==> src/rtl/wave_seq_pkg.sv <==
package wave_seq_pkg;

  // Strobes from control to datapath
  typedef struct packed {
    logic advance;  // current step ends on this edge
    logic wrap;     // the step that ends is the last one
  } seq_ctrl_t;

endpackage

==> src/rtl/wave_seq_ctrl.sv <==
module wave_seq_ctrl
  import wave_seq_pkg::*;
#(
  parameter int DurW = 8
) (
  input  logic            clk,
  input  logic            rst,
  input  logic            atLast,
  input  logic [DurW-1:0] durFirst,
  input  logic [DurW-1:0] durNext,
  output seq_ctrl_t       seqCtrl,
  output logic [DurW-1:0] delayCnt
);

  // Cycles still to spend after this one; a zero entry acts as one cycle.
  function automatic logic [DurW-1:0] holdLoad(input logic [DurW-1:0] d);
    return (d == '0) ? '0 : d - DurW'(1);
  endfunction

  always_comb begin
    seqCtrl.advance = (delayCnt == '0);
    seqCtrl.wrap    = seqCtrl.advance & atLast;
  end

  always_ff @(posedge clk) begin
    if (rst)                  delayCnt <= holdLoad(durFirst);
    else if (seqCtrl.advance) delayCnt <= holdLoad(durNext);
    else                      delayCnt <= delayCnt - DurW'(1);
  end

endmodule

==> src/rtl/wave_seq_dp.sv <==
module wave_seq_dp
  import wave_seq_pkg::*;
#(
  parameter int NumSteps = 16,
  parameter int DataW    = 8,
  parameter int DurW     = 8,
  localparam int StepW   = (NumSteps > 1) ? $clog2(NumSteps) : 1
) (
  input  logic             clk,
  input  logic             rst,
  input  seq_ctrl_t        seqCtrl,
  output logic [DataW-1:0] wave,
  output logic [StepW-1:0] stepIdx,
  output logic             atLast,
  output logic [DurW-1:0]  durFirst,
  output logic [DurW-1:0]  durNext
);

  logic [DataW-1:0] patTab [NumSteps];
  logic [DurW-1:0]  durTab [NumSteps];
  logic [StepW-1:0] followIdx;
  logic [StepW-1:0] nextIdx;

  // Constant tables, computed per entry
  for (genvar i = 0; i < NumSteps; i++) begin : g_tab
    localparam int PatVal = (29 * i + 7) % (1 << DataW);
    localparam int DurVal = (i == 0) ? 3 :
                            (i == 1) ? 1 :
                            (i == 2) ? 0 :
                            (i == 3) ? 80 : (i % 4) + 1;
    assign patTab[i] = DataW'(PatVal);
    assign durTab[i] = DurW'(DurVal);
  end

  assign atLast    = (stepIdx == StepW'(NumSteps - 1));
  assign followIdx = seqCtrl.wrap ? '0 : stepIdx + StepW'(1);

  // Selection of the next step index
  always_comb begin
    unique case ({seqCtrl.advance, seqCtrl.wrap})
      2'b10:   nextIdx = stepIdx + StepW'(1);
      2'b11:   nextIdx = '0;
      default: nextIdx = stepIdx;
    endcase
  end

  assign durFirst = durTab[0];
  assign durNext  = durTab[followIdx];

  always_ff @(posedge clk) begin
    if (rst) begin
      stepIdx <= '0;
      wave    <= patTab[0];
    end else begin
      stepIdx <= nextIdx;
      if (seqCtrl.advance) wave <= patTab[nextIdx];
    end
  end

endmodule

==> src/rtl/wave_seq.sv <==
module wave_seq
  import wave_seq_pkg::*;
#(
  parameter int NumSteps = 16,
  parameter int DataW    = 8,
  parameter int DurW     = 8
) (
  input  logic             clk,
  input  logic             rst,
  output logic [DataW-1:0] wave
);

  localparam int StepW = (NumSteps > 1) ? $clog2(NumSteps) : 1;

  seq_ctrl_t        seqCtrl;
  logic [StepW-1:0] stepIdx;
  logic [DurW-1:0]  delayCnt;
  logic [DurW-1:0]  durFirst;
  logic [DurW-1:0]  durNext;
  logic             atLast;

  wave_seq_ctrl #(.DurW(DurW)) u_ctrl (
    .clk      (clk),
    .rst      (rst),
    .atLast   (atLast),
    .durFirst (durFirst),
    .durNext  (durNext),
    .seqCtrl  (seqCtrl),
    .delayCnt (delayCnt)
  );

  wave_seq_dp #(.NumSteps(NumSteps), .DataW(DataW), .DurW(DurW)) u_dp (
    .clk      (clk),
    .rst      (rst),
    .seqCtrl  (seqCtrl),
    .wave     (wave),
    .stepIdx  (stepIdx),
    .atLast   (atLast),
    .durFirst (durFirst),
    .durNext  (durNext)
  );

endmodule

==> config.mk <==
export PLATFORM = sky130hd
export DESIGN_NAME = wave_seq
export DESIGN_NICKNAME = d
export VERILOG_FILES = /design/src/rtl/wave_seq_pkg.sv /design/src/rtl/wave_seq_ctrl.sv /design/src/rtl/wave_seq_dp.sv /design/src/rtl/wave_seq.sv
export SDC_FILE = /design/constraint.sdc
export NUM_CORES = 1
export LEC_CHECK = 0
export ABC_CLOCK_PERIOD_IN_PS = 4800
export CORE_UTILIZATION = 62
export DETAILED_ROUTE_END_ITERATION = 8
export PLACE_DENSITY = 0.8
export RECOVER_POWER = 50
export SLEW_MARGIN = 20
export SYNTH_ARGS = -nofsm -noshare
export SYNTH_HDL_FRONTEND = slang
export SYNTH_SLANG_ARGS = --single-unit
==> constraint.sdc <==
create_clock -name clk -period 4.8 [get_ports clk]
set_input_delay 0.96 -clock clk [delete_from_list [all_inputs] [get_ports clk]]
set_output_delay 0.96 -clock clk [all_outputs]
set_load 0.01 [all_outputs]
# Word-level counts from Yosys, hierarchy flattened
# Memories as Yosys holds them, arrays and structs flattened. A register that Yosys moved wholly into a read port is not among the register bits.
# Index checks and enable logic that the tools add are counted.
# word_totals
reg_bits,12
rom_bits,256
input_bits,2
out_inout_bits,8
mem_count,2
# memory_table
memory,depth,word_bits,rd,rd_clocked_by_memory_dff,write_ports,line_no,source
(name not given),16,8,1,1,0,wave_seq_dp.sv:56,if (seqCtrl.advance) wave <= patTab[nextIdx];
(name not given),16,8,1,0,0,wave_seq_dp.sv:48,assign durNext = durTab[followIdx];
# classes
addsub,3
n_lt_le_gt_ge,1
n_eq_ne,3
n_mux,6
bitwise,3
reduce_logical,2
# ops
op,n
$mux W8,4
$logic_not A8 Y1,2
$sub A8 B1 Y8 const B,2
$not A4 Y5,2
$pmux W4 S2,1
$ge A5 B5 Y1 const B,1
$add A4 B1 Y4 const B,1
$eq A2 B2 Y1 const B,2
$eq A4 B4 Y1 const B,1
$mux W4,1
$and A1 B1 Y1,1

# Longest topological paths before layout
# logic_depth
ltp_word,10
depth_mapped,11
ltp_nobuf,11

# Cells and area by module
# Synthesis repeated with hierarchy kept, for this count alone.
# hier_totals
hier_cells,221
hier_area_um2,1899.3
# modules_own_cells
module,instances,cells_each,area_each_um2
wave_seq_dp,1,126,1073.5
wave_seq_ctrl,1,95,825.8

# Worst setup path before layout
# Ideal clock, no wire load.
# synth_timing
path_type,register to register
start,reg u_dp.stepIdx[1]
end,reg u_dp.wave[5]
arrival_time_ns,2.381
required_ns,4.667
slack_ns,2.286
stages_incl_launch_ff,12
synth_period_minus_slack_ns,2.514
cell_sequence,dfxtp_1 > ha_1 > buf_2 > nand3_1 > and2_1 > a21oi_2 > inv_1 > ha_1 > or2_2 > mux2i_1 > mux2_2 > a211oi_2
# synth_between
elab_chain_len,5
elab_cells_between_ends,7
classes_between,1 x add/sub; 3 x eq/ne; 1 x mux; 2 x bitwise
# synth_lines
item,line_no,source
from (decl),wave_seq_dp.sv:13,"output logic [StepW-1:0] stepIdx,"
from (signal assigned),wave_seq_dp.sv:55,stepIdx <= nextIdx;
$eq A4 B4 Y1,wave_seq_dp.sv:35,assign atLast = (stepIdx == StepW'(NumSteps - 1));
$and A1 B1 Y1,wave_seq_ctrl.sv:22,seqCtrl.wrap = seqCtrl.advance & atLast;
$eq A2 B2 Y1,wave_seq_dp.sv:40,"unique case ({seqCtrl.advance, seqCtrl.wrap})"
$pmux W4 S2 *,wave_seq_dp.sv:40,
named net u_dp.nextIdx[1],wave_seq_dp.sv:22,logic [StepW-1:0] nextIdx;
$not A4 Y5 (implied by the code) *,wave_seq_dp.sv:56,
to (decl),wave_seq_dp.sv:12,"output logic [DataW-1:0] wave,"
# Mark *: on every way through the listed nets, which the timed path passes. The rest lies on a longest branch.
# A chain may end at the register's enable or synchronous reset.

# Worst setup path in the final report
# layout_timing
start,reg u_ctrl.delayCnt[0]
end,reg u_dp.wave[6]
# layout_between
elab_chain_len,5
elab_cells_between_ends,6
classes_between,2 x eq/ne; 1 x mux; 2 x bitwise; 1 x reduce/logical
# layout_lines
item,line_no,source
from (decl),wave_seq_ctrl.sv:12,output logic [DurW-1:0] delayCnt
from (signal assigned),wave_seq_ctrl.sv:26,if (rst) delayCnt <= holdLoad(durFirst);
from (signal assigned),wave_seq_ctrl.sv:27,else if (seqCtrl.advance) delayCnt <= holdLoad(durNext);
from (signal assigned),wave_seq_ctrl.sv:28,else delayCnt <= delayCnt - DurW'(1);
$logic_not A8 Y1 *,wave_seq_ctrl.sv:21,seqCtrl.advance = (delayCnt == '0);
$and A1 B1 Y1,wave_seq_ctrl.sv:22,
$eq A2 B2 Y1,wave_seq_dp.sv:40,
$pmux W4 S2,wave_seq_dp.sv:40,
$not A4 Y5 (implied by the code),wave_seq_dp.sv:56,
# Mark *: on every way between the ends. The rest lies on a longest branch, timed or not.

==> qor.yml <==
fin_crit_ns: 3.403
drt_drc_violations_left: 0
grt.total_usage: 0.2730
nNetsFinal: 187
grt_overflow_total: 0
setup_viol: 0
globalplace.congestion: 0.8619
setup_tns_ns: 0
hold_viol_final: 0
htreeDepth: 1
syn_area_mm2: 0.001459
avgSynthCellArea_um2: 8.896
relSlewSlack: 0.3358
holdBufCountCts: 0
grt_pass1_vias: 1182
drive_above_1_share: 0.08929
synth_common_cells: "nor2_1, dfxtp_1, ha_1"
grt_pass1_wl_um: 5257
cts_tree: "done"
grt_max_degree: 22
numPortBuffers: 9
post-synth-top-area-cell: "dfxtp_1"
die_w_um: 50.51
wire_per_inst_um: 15.16
endpoint_kind: "flop"
vias: 1193
powerDensity_mw_per_mm2: 582.6
fmax_mhz: 293.8
yosys_warnings: 0
ys.flop_type: "dfxtp_1"
synth.most_common_cell: "nor2_1"
cpMaxStageDelayCell: "nor3b_1"
startpoint_type: "flop"
cts_max_path_buffers: 2
crit_fanout: 15
firstDrtPassIters: 4
antenna_found_initial: 0
ys_seq_area_frac: 0.2744
path_cells: "inv_1, ha_1, nor3b_1, nand2_1, o2bb2ai_1, xnor2_1, a2111oi_1, nor3_1"
rsz0062_at_grt: "no"
clk_transition_reported_paths_ns: 0.10
status: "completed"
slew_viol_final: 0
peakVddDrop_uv: 363.0
post_cts_buffers: 0
area_growth_pct: 5.918
routed_wl_um: 2972
required_ns: 4.95
async_flop_share: 0
antenna_left: 0
fill_cells: 181
worst_slew_pin_slew_ns: 0.9941
worstSetupPathType: "flop to flop"
holdCritPathClass: "flop to flop"
first_iter_violations: 25
diodes: 0
fin_ws_ns: 1.397
cts_inserted_buffers: 3
clk_latency_ns: 0.29
arrival_ns: 3.55
coreArea_mm2: 0.002212
synth_cell_type_count: 53
post_cts_resized: 0
yosys_register_bits: 20
cap_violations: 0
post-route-period-util: 0.7090
root_buffer: "clkbuf_4"
synth.area.top_cells: "dfxtp_1, ha_1, nor2_1"
max_stage_delay_ns: 0.81
die-height_um: 50.51
dpl_worst_slack_ns: 1.748
synthCells: 164
dieArea_mm2: 0.002551
clock_sinks: 20
io_pins: 10
fin_skew_ns: 0.0004729
dp_hpwl_um: 2202
power.static_leakage_nw: 0.6231
synth-edff-count: 0
start_util: 0.6595
rows: 17
synth_top_cell_area_share: 0.2744
viasPerCell: 6.087
syn_nets: 181
final_core_util: 0.6985
where the power goes:
group	switching, mW	internal [mW]
Clock	0.0463	0.0291
Combinational	0.305	0.240
Sequential	0.0555	0.225
Total	0.406	0.494
sequential cells by signal, summed over array words and instances, names as in the netlist:
register / count
u_ctrl.delayCnt: 8
u_dp.stepIdx: 4
u_dp.wave: 8
worst max-delay path: cells and delay by family (launching register included):
kind / cells / cell delay (ns)
simple gates: 3 / 1.49
compound gates: 2 / 0.92
flops: 1 / 0.34
xor+xnor: 1 / 0.22
fa+ha+maj: 1 / 0.19
buf+inv: 1 / 0.10
cell type report:
cell class,instances,area [µm²],share of cell area
Clock buffer,3,22.52,0.01457
Inverter,8,30.03,0.01943
Multi-Input combinational cell,128,967.2,0.6259
Sequential cell,20,400.4,0.2591
Tap cell,28,35.03,0.02267
Timing Repair Buffer,9,90.09,0.05830
metrics by stage:
step | total power [mW] | instance area (µm²) | instances | hold WS (ns)
final | 0.9002 | 1545 | 196 | 0.4574
after global routing | 0.9831 | 1545 | 196 | 0.4795
after CTS | 0.9275 | 1564 | 196 | 0.4645
after detailed placement | 0.8477 | 1541 | 193 | 0.4488
after global placement | 0.8264 | 1541 | 193 | 0.4400
after floorplan | 0.6959 | 1459 | 164 | 0.4762
placed cells by master (no fill, tap or decap), types with 3 or more instances in the layout:
master | Yosys | routed
mux2i_1 | 5 | 5
xor2_1 | 5 | 5
o21ai_0 | 3 | 4
a21oi_1 | 7 | 7
nand2_1 | 9 | 9
nor2_1 | 21 | 22
inv_1 | 8 | 8
xnor2_1 | 5 | 5
nor3_1 | 5 | 6
o21ai_1 | 4 | 3
o22ai_1 | 3 | 3
dfxtp_1 | 20 | 20
ha_1 | 15 | 15
a22oi_1 | 3 | 3
clkbuf_4 | 0 | 3
dlygate4sd3_1 | 0 | 9
a211oi_1 | 3 | 3
path summary, 6_finish.rpt:
check / start / end / slack (ns) / cells after the start
setup reg to reg: u_ctrl.delayCnt[0] / u_dp.wave[6] / 1.40 / 8
setup / recovery: u_ctrl.delayCnt[0] / u_dp.wave[6] / 1.40 / 8
hold / removal: u_dp.wave[4] / u_dp.wave[4] / 0.46 / 2
hold reg to reg: u_dp.wave[4] / u_dp.wave[4] / 0.46 / 2
cell families after synthesis:
| family | Yosys count | share of synthesized area |
|---|---|---|
| mux | 7 | 0.04974 |
| buf+inv | 16 | 0.04974 |
| xor+xnor | 12 | 0.09005 |
| compound gates | 38 | 0.1818 |
| flops | 20 | 0.2744 |
| simple gates | 56 | 0.2256 |
| fa+ha+maj | 15 | 0.1286 |
layer usage:
metal | vias to the layer above | track usage | part of all wire | wire length (µm)
li1 | 593 | - | - | -
met1 | 566 | 0.3830 | 0.47 | 1411
met2 | 30 | 0.4156 | 0.48 | 1417
met3 | 4 | 0.03939 | 0.039 | 116
met4 | 0 | 0.1157 | 0.0087 | 26
met5 | - | 0 | 0 | 0
Power figures use the tool's default switching activity.
